--- src/rtl/twi_pkg.sv ---
package twi_pkg;

    localparam int unsigned BYTE_W  = 8;
    localparam int unsigned WADDR_W = 2 * BYTE_W;

    typedef enum logic [3:0] {
        ST_IDLE,
        ST_DEV,
        ST_ACK_DEV,
        ST_WAH,
        ST_ACK_WAH,
        ST_WAL,
        ST_ACK_WAL,
        ST_DATA,
        ST_ACK_DATA
    } rx_state_t;

    typedef struct packed {
        rx_state_t          state;
        logic [2:0]         bitcnt;
        logic               byte_done;
        logic [BYTE_W-1:0]  shreg;
        logic               oe;
        logic [WADDR_W-1:0] waddr;
        logic               waddr_vld;
        logic [BYTE_W-1:0]  data;
        logic               data_vld;
        logic               data_seen;
        logic               commit;
        logic               abort;
    } rx_regs_t;

endpackage

--- src/rtl/twi_line_sync.sv ---
module twi_line_sync #(
    parameter int unsigned SYNC_STAGES = 2
) (
    input  logic clk,
    input  logic rst_n,
    input  logic scl_i,
    input  logic sda_i,
    output logic sda_s_o,
    output logic scl_rise_o,
    output logic scl_fall_o,
    output logic start_o,
    output logic stop_o
);

    localparam int unsigned DEPTH = SYNC_STAGES + 1;

    logic [DEPTH-1:0] scl_d, scl_q;
    logic [DEPTH-1:0] sda_d, sda_q;

    logic scl_now, scl_old, sda_now, sda_old;

    always_comb begin
        scl_d = {scl_q[DEPTH-2:0], scl_i};
        sda_d = {sda_q[DEPTH-2:0], sda_i};
    end

    always_ff @(posedge clk or negedge rst_n) begin
        if (!rst_n) begin
            scl_q <= '1;
            sda_q <= '1;
        end else begin
            scl_q <= scl_d;
            sda_q <= sda_d;
        end
    end

    always_comb begin
        scl_now    = scl_q[SYNC_STAGES-1];
        scl_old    = scl_q[SYNC_STAGES];
        sda_now    = sda_q[SYNC_STAGES-1];
        sda_old    = sda_q[SYNC_STAGES];
        sda_s_o    = sda_now;
        scl_rise_o = scl_now & ~scl_old;
        scl_fall_o = ~scl_now & scl_old;
        start_o    = scl_now & scl_old & sda_old & ~sda_now;
        stop_o     = scl_now & scl_old & ~sda_old & sda_now;
    end

endmodule

--- src/rtl/twi_busy_timer.sv ---
module twi_busy_timer #(
    parameter int unsigned WR_CYCLES = 500
) (
    input  logic clk,
    input  logic rst_n,
    input  logic load_i,
    output logic busy_o
);

    localparam int unsigned CW = $clog2(WR_CYCLES + 1);

    logic [CW-1:0] cnt_d, cnt_q;

    always_comb begin
        cnt_d = cnt_q;
        if (load_i) begin
            cnt_d = CW'(WR_CYCLES);
        end else if (cnt_q != '0) begin
            cnt_d = cnt_q - CW'(1);
        end
    end

    always_ff @(posedge clk or negedge rst_n) begin
        if (!rst_n) cnt_q <= '0;
        else        cnt_q <= cnt_d;
    end

    assign busy_o = (cnt_q != '0);

endmodule

--- src/rtl/twi_wr_fsm.sv ---
module twi_wr_fsm
    import twi_pkg::*;
#(
    parameter logic [6:0]         DEV_ADDR = 7'h57,
    parameter logic [WADDR_W-1:0] PROT_LO  = 16'h0100,
    parameter logic [WADDR_W-1:0] PROT_HI  = 16'h01FF
) (
    input  logic               clk,
    input  logic               rst_n,
    input  logic               sda_i,
    input  logic               scl_rise_i,
    input  logic               scl_fall_i,
    input  logic               start_i,
    input  logic               stop_i,
    input  logic               busy_i,
    input  logic               prot_en_i,
    output logic               sda_oe_o,
    output logic [WADDR_W-1:0] waddr_o,
    output logic               waddr_vld_o,
    output logic [BYTE_W-1:0]  wdata_o,
    output logic               wdata_vld_o,
    output logic               commit_o,
    output logic               abort_o
);

    rx_regs_t d, q;
    logic     stop_ok;
    logic     prot_hit;

    always_comb begin
        d           = q;
        d.waddr_vld = 1'b0;
        d.data_vld  = 1'b0;
        d.commit    = 1'b0;
        d.abort     = 1'b0;

        stop_ok  = (q.state == ST_DATA) && q.data_seen && !q.byte_done
                   && (q.bitcnt <= 3'd1);
        prot_hit = prot_en_i && (q.waddr >= PROT_LO) && (q.waddr <= PROT_HI);

        if (busy_i) begin
            d.state     = ST_IDLE;
            d.oe        = 1'b0;
            d.bitcnt    = '0;
            d.byte_done = 1'b0;
            d.data_seen = 1'b0;
        end else if (start_i) begin
            d.abort     = (q.state != ST_IDLE);
            d.state     = ST_DEV;
            d.oe        = 1'b0;
            d.bitcnt    = '0;
            d.byte_done = 1'b0;
            d.data_seen = 1'b0;
        end else if (stop_i) begin
            if (q.state != ST_IDLE) begin
                if (stop_ok && !prot_hit) d.commit = 1'b1;
                else                      d.abort  = 1'b1;
            end
            d.state     = ST_IDLE;
            d.oe        = 1'b0;
            d.bitcnt    = '0;
            d.byte_done = 1'b0;
            d.data_seen = 1'b0;
        end else begin
            unique case (q.state)
                ST_DEV, ST_WAH, ST_WAL, ST_DATA: begin
                    if (scl_rise_i && !q.byte_done) begin
                        d.shreg     = {q.shreg[BYTE_W-2:0], sda_i};
                        d.bitcnt    = q.bitcnt + 3'd1;
                        d.byte_done = (q.bitcnt == 3'd7);
                    end else if (scl_fall_i && q.byte_done) begin
                        d.byte_done = 1'b0;
                        d.bitcnt    = '0;
                        d.oe        = 1'b1;
                        unique case (q.state)
                            ST_DEV: begin
                                if (q.shreg[7:1] == DEV_ADDR && !q.shreg[0]) begin
                                    d.state = ST_ACK_DEV;
                                end else begin
                                    d.state = ST_IDLE;
                                    d.oe    = 1'b0;
                                end
                            end
                            ST_WAH: begin
                                d.waddr[WADDR_W-1:BYTE_W] = q.shreg;
                                d.state = ST_ACK_WAH;
                            end
                            ST_WAL: begin
                                d.waddr[BYTE_W-1:0] = q.shreg;
                                d.waddr_vld = 1'b1;
                                d.state = ST_ACK_WAL;
                            end
                            default: begin
                                d.data     = q.shreg;
                                d.data_vld = 1'b1;
                                d.state    = ST_ACK_DATA;
                            end
                        endcase
                    end
                end
                ST_ACK_DEV, ST_ACK_WAH, ST_ACK_WAL, ST_ACK_DATA: begin
                    if (scl_fall_i) begin
                        d.oe = 1'b0;
                        unique case (q.state)
                            ST_ACK_DEV: d.state = ST_WAH;
                            ST_ACK_WAH: d.state = ST_WAL;
                            ST_ACK_WAL: d.state = ST_DATA;
                            default: begin
                                d.state     = ST_DATA;
                                d.data_seen = 1'b1;
                            end
                        endcase
                    end
                end
                default: begin
                    d.state = ST_IDLE;
                end
            endcase
        end
    end

    always_ff @(posedge clk or negedge rst_n) begin
        if (!rst_n) begin
            q       <= '0;
            q.state <= ST_IDLE;
        end else begin
            q <= d;
        end
    end

    assign sda_oe_o    = q.oe;
    assign waddr_o     = q.waddr;
    assign waddr_vld_o = q.waddr_vld;
    assign wdata_o     = q.data;
    assign wdata_vld_o = q.data_vld;
    assign commit_o    = q.commit;
    assign abort_o     = q.abort;

    AST_DEV_ACK_ADDR: assert property (@(posedge clk) disable iff (!rst_n)
        (q.state == ST_ACK_DEV) |-> (q.oe && $past(q.shreg[7:1]) == DEV_ADDR));
    AST_ADDR_ACKED: assert property (@(posedge clk) disable iff (!rst_n)
        q.waddr_vld |-> q.oe);
    AST_DATA_ACKED: assert property (@(posedge clk) disable iff (!rst_n)
        q.data_vld |-> q.oe);
    AST_COMMIT_AFTER_DATA: assert property (@(posedge clk) disable iff (!rst_n)
        q.commit |-> $past(q.data_seen));
    AST_QUIET_WHEN_BUSY: assert property (@(posedge clk) disable iff (!rst_n)
        busy_i |-> !q.oe);

endmodule

--- src/rtl/twi_wr_front.sv ---
module twi_wr_front
    import twi_pkg::*;
#(
    parameter logic [6:0]         DEV_ADDR    = 7'h57,
    parameter logic [WADDR_W-1:0] PROT_LO     = 16'h0100,
    parameter logic [WADDR_W-1:0] PROT_HI     = 16'h01FF,
    parameter int unsigned        WR_CYCLES   = 500,
    parameter int unsigned        SYNC_STAGES = 2
) (
    input  logic        clk,
    input  logic        rst_n,
    input  logic        scl_i,
    input  logic        sda_i,
    input  logic        prot_en_i,
    output logic        sda_oe_o,
    output logic [15:0] waddr_o,
    output logic        waddr_vld_o,
    output logic [7:0]  wdata_o,
    output logic        wdata_vld_o,
    output logic        commit_o,
    output logic        abort_o,
    output logic        busy_o
);

    logic sda_s, scl_rise, scl_fall, start_det, stop_det;

    twi_line_sync #(
        .SYNC_STAGES(SYNC_STAGES)
    ) u_sync (
        .clk       (clk),
        .rst_n     (rst_n),
        .scl_i     (scl_i),
        .sda_i     (sda_i),
        .sda_s_o   (sda_s),
        .scl_rise_o(scl_rise),
        .scl_fall_o(scl_fall),
        .start_o   (start_det),
        .stop_o    (stop_det)
    );

    twi_wr_fsm #(
        .DEV_ADDR(DEV_ADDR),
        .PROT_LO (PROT_LO),
        .PROT_HI (PROT_HI)
    ) u_fsm (
        .clk        (clk),
        .rst_n      (rst_n),
        .sda_i      (sda_s),
        .scl_rise_i (scl_rise),
        .scl_fall_i (scl_fall),
        .start_i    (start_det),
        .stop_i     (stop_det),
        .busy_i     (busy_o),
        .prot_en_i  (prot_en_i),
        .sda_oe_o   (sda_oe_o),
        .waddr_o    (waddr_o),
        .waddr_vld_o(waddr_vld_o),
        .wdata_o    (wdata_o),
        .wdata_vld_o(wdata_vld_o),
        .commit_o   (commit_o),
        .abort_o    (abort_o)
    );

    twi_busy_timer #(
        .WR_CYCLES(WR_CYCLES)
    ) u_busy (
        .clk   (clk),
        .rst_n (rst_n),
        .load_i(commit_o),
        .busy_o(busy_o)
    );

    AST_COMMIT_STARTS_BUSY: assert property (@(posedge clk) disable iff (!rst_n)
        commit_o |=> busy_o);
    AST_ABORT_NO_BUSY: assert property (@(posedge clk) disable iff (!rst_n)
        abort_o |=> !busy_o);
    AST_ONE_ENDING: assert property (@(posedge clk) disable iff (!rst_n)
        !(commit_o && abort_o));

endmodule

--- config.mk ---
export PLATFORM = sky130hd
export DESIGN_NAME = twi_wr_front
export DESIGN_NICKNAME = d
export VERILOG_FILES = /design/src/rtl/twi_pkg.sv /design/src/rtl/twi_line_sync.sv /design/src/rtl/twi_busy_timer.sv /design/src/rtl/twi_wr_fsm.sv /design/src/rtl/twi_wr_front.sv
export SDC_FILE = /design/constraint.sdc
export NUM_CORES = 1
export LEC_CHECK = 0
export BUFFER_PORTS_ARGS = -buffer_cell sky130_fd_sc_hd__clkbuf_2
export CORE_MARGIN = 10
export CORE_UTILIZATION = 45
export DETAILED_ROUTE_END_ITERATION = 6
export PLACE_DENSITY = 0.67
export SETUP_SLACK_MARGIN = 0.05
export SLEW_MARGIN = 30
export SYNTH_ARGS = -nofsm -noshare
export SYNTH_HDL_FRONTEND = slang
export SYNTH_SLANG_ARGS = --single-unit
--- constraint.sdc ---
create_clock -name clk -period 2.28 [get_ports clk]
set_clock_uncertainty 0.15 [all_clocks]
set_input_delay 0 -clock clk [delete_from_list [all_inputs] [get_ports clk]]
set_output_delay 0 -clock clk [all_outputs]
set_load 0.05 [all_outputs]
==> flow_metrics.py <==
metrics = {
    "run_status": {
        "status": "completed",
    },
    "cts": {
        "cts_root_buffer": "clkbuf_8",
        "cts_tree": "done",
        "cts_num_sinks": 61,
        "clock_latency_ps": 330,
        "clkTransAtPathRegs_ps": 70,
        "numCtsBuffers": 9,
        "h-tree-depth": 3,
        "cts_buffer_depth": 2,
    },
    "detailed_routing": {
        "wire_per_inst_um": 15.78,
        "ant_nets": 0,
        "via_per_inst": 5.239,
        "drt-total-wl_mm": 5.619,
        "firstDrtPassIters": 5,
        "drc": 0,
        "drt_first_iter_violations": 134,
        "vias": 1865,
    },
    "floorplan": {
        "coreArea_um2": 6277,
        "dieArea_um2": 9955,
        "start_util_pct": 45.62,
        "fp.dieH_um": 99.78,
        "fp.dieW_um": 99.78,
        "rows": 29,
        "io_pins": 35,
    },
    "pwr": {
        "power.density_nw_per_um2": 756.1,
        "leakage_nw": 1.671,
        "peakVddDrop_mv": 0.4685,
    },
    "yosys": {
        "synth_cell_types": 47,
        "syn_nets": 256,
        "ys_async_sr_fraction_pct": 100.0,
        "synth-edff-count": 0,
        "ys_seq_area_share_pct": 53.56,
        "syn_avg_cell_area_um2": 11.60,
        "syn_inst": 247,
        "ys_warn_count": 0,
        "synth-main-ff-cell": "dfrtp_1",
        "netlist_area_um2": 2864,
        "ys_ff_latch": 61,
    },
    "sta": {
        "rsz0062_at_grt": "false",
        "min_period_over_period_pct": 90.45,
        "setup_violations": 0,
        "hold_viol": 0,
        "fin_crit_ps": 2062,
        "hold_ws_ps": 143.8,
        "setup_tns_ps": 0,
        "fmax_ghz": 0.4849,
        "tightestPinTransition_ps": 738.8,
        "max_slew_margin_pct": 50.75,
        "slew_viol_final": 0,
    },
    "placed_design": {
        "place_hpwl_mm": 3.943,
        "port_buffers": 34,
        "gp_congestion": 0.8218,
        "placed_cells": 335,
    },
    "setup_path": {
        "worstPathRequired_ps": 2350,
        "worstReg2RegEnd": "u_fsm.waddr_o[12]$_DFFE_PN0P_",
        "path_class": "flip-flop to flip-flop",
        "crit_start": "u_busy.cnt_q[0]$_DFFE_PN0P_",
        "cp-start-kind": "flip-flop",
        "end_kind": "flip-flop",
        "crit_end": "u_fsm.waddr_o[12]$_DFFE_PN0P_",
        "worst-r2r-setup-slack_ps": 220,
        "arrival_ps": 2130,
        "rr_worst_depth": 8,
        "timing.rr.start": "u_busy.cnt_q[0]$_DFFE_PN0P_",
        "crit_fanout": 8,
    },
    "grt": {
        "grt_usage_pct": 12.14,
        "grt_max_degree": 62,
        "grt_pass1_wl_mm": 9.680,
        "grt_pass1_vias": 1957,
        "overflow": 0,
        "antenna_found_initial": 0,
    },
    "final_layout": {
        "regArea_um2": 1534,
        "n_antenna_cell": 0,
        "syn_to_final_growth_pct": 14.77,
        "final_cells": 356,
        "nNetsFinal": 283,
        "drive_above_1_share_pct": 39.43,
        "multi_input_comb_area_um2": 1134,
        "fillCellCount": 548,
    },
    "worst_hold_path": {
        "min_path_type": "input port to flip-flop",
        "hold_start": "scl_i",
    },
    "flow_run": {
        "maxCapViolCount": 0,
    },
}
area by class of cell:
type                            instances  area share [%]
Tap cell                               77           2.931
Sequential cell                        61           46.67
Clock inverter                          3           1.294
Multi-Input combinational cell        146           34.49
Timing Repair Buffer                   47           8.451
Inverter                                9           1.028
Clock buffer                           13           5.139
per-layer routing:
layer / track usage, % / vias to the layer above / part of all wire [%]
li1: - / 900 / -
met1: 14.12 / 915 / 44
met2: 19.21 / 44 / 49
met3: 4.808 / 6 / 5.4
met4: 5.733 / 0 / 1.9
met5: 0 / - / 0
through the flow:
| stage | area [µm²] | power [mW] | setup slack, ps | utilization, % |
|---|---|---|---|---|
| after detailed placement | 2982 | 1.505 | 13.25 | 47.50 |
| final | 3287 | 2.485 | 217.8 | 52.36 |
| after CTS | 3233 | 2.519 | -13.09 | 51.50 |
| after floorplan | 2870 | 1.409 | 110.4 | - |
| after global placement | 2982 | 1.496 | 117.1 | 47.50 |
| after global routing | 3287 | 2.617 | 49.10 | 52.36 |
cell usage after synthesis, types with 5 or more instances:
master	count	area [µm²]
inv_1	8	30.03
nor2_1	17	63.81
buf_4	24	180.2
dfrtp_1	55	1376
mux2_2	32	360.4
nor2b_1	5	31.28
nand4_1	5	31.28
nand2_1	13	48.80
dfstp_2	6	157.7
o21ai_0	7	35.03
a21oi_1	9	45.04
worst max-delay path, stage by stage (launching register included):
cell	delay (ps)
dfrtp_1	410
inv_2	70
ha_2	170
nor4b_4	210
and2_4	190
inv_2	70
nor2_4	120
nand4_4	200
mux2_2	350
cells by family (layout without fill, tap and decap cells):
group / Yosys count / after routing / share of synthesized area [%]
buffers and inverters: 40 / 72 / 8.693
and+or+nand+nor: 70 / 70 / 13.89
adders and majority gates: 4 / 4 / 1.748
muxes: 34 / 34 / 13.28
AOI/OAI and AO/OA: 34 / 34 / 7.601
DFF: 61 / 61 / 53.56
xor gates and xnor gates: 4 / 4 / 1.223
registers in the layout, summed over array words and instances (netlist names):
| signal | flops |
|---|---|
| u_fsm.sda_oe_o | 1 |
| u_sync.sda_q | 3 |
| u_fsm.waddr_o | 16 |
| u_sync.scl_q | 3 |
| u_busy.cnt_q | 9 |
| u_fsm.waddr_vld_o | 1 |
| u_fsm.abort_o | 1 |
| u_fsm.commit_o | 1 |
| u_fsm.q | 17 |
| u_fsm.wdata_vld_o | 1 |
| u_fsm.wdata_o | 8 |
power by group:
group / internal (mW) / switching (mW)
registers: 1.17 / 0.124
clock network: 0.593 / 0.402
logic: 0.109 / 0.0862
total: 1.87 / 0.612
cells in the final DEF, fill, tap and decap left out, types with 3 or more instances in the layout:
| master | count |
|---|---|
| dfrtp_1 | 55 |
| clkbuf_2 | 34 |
| mux2_2 | 32 |
| nor2_1 | 16 |
| nand2_1 | 12 |
| clkbuf_8 | 12 |
| buf_4 | 9 |
| a21oi_1 | 8 |
| inv_1 | 7 |
| o21ai_0 | 7 |
| dfstp_2 | 6 |
| nor2b_1 | 5 |
| nand4_1 | 5 |
| nand3b_1 | 4 |
| nor4_1 | 4 |
| nand2b_1 | 4 |
| dlygate4sd3_1 | 4 |
| nor3_1 | 3 |
| xor2_1 | 3 |
| a211oi_1 | 3 |
| ha_1 | 3 |
repair_timing:
item | in CTS | in global routing
endpoints found under the setup margin | 16 | 39
hold buffers | 4 | 0
resized for setup | 0 | 12
endpoints found under the hold margin | 58 | 0
buffers inserted | 0 | 1
pin swaps | 0 | 1
how the worst min path moves through the flow:
stage                                       end  cells after the start
finish                u_sync.scl_q[0]$_DFF_PN1_                      2
floorplan           u_busy.cnt_q[0]$_DFFE_PN0P_                      0
CTS                   u_sync.scl_q[0]$_DFF_PN1_                      2
detailed placement    u_sync.scl_q[0]$_DFF_PN1_                      1
global placement      u_sync.sda_q[0]$_DFF_PN1_                      1
global route          u_sync.sda_q[0]$_DFF_PN1_                      2
Note: power is estimated with default switching activity, not from simulation.
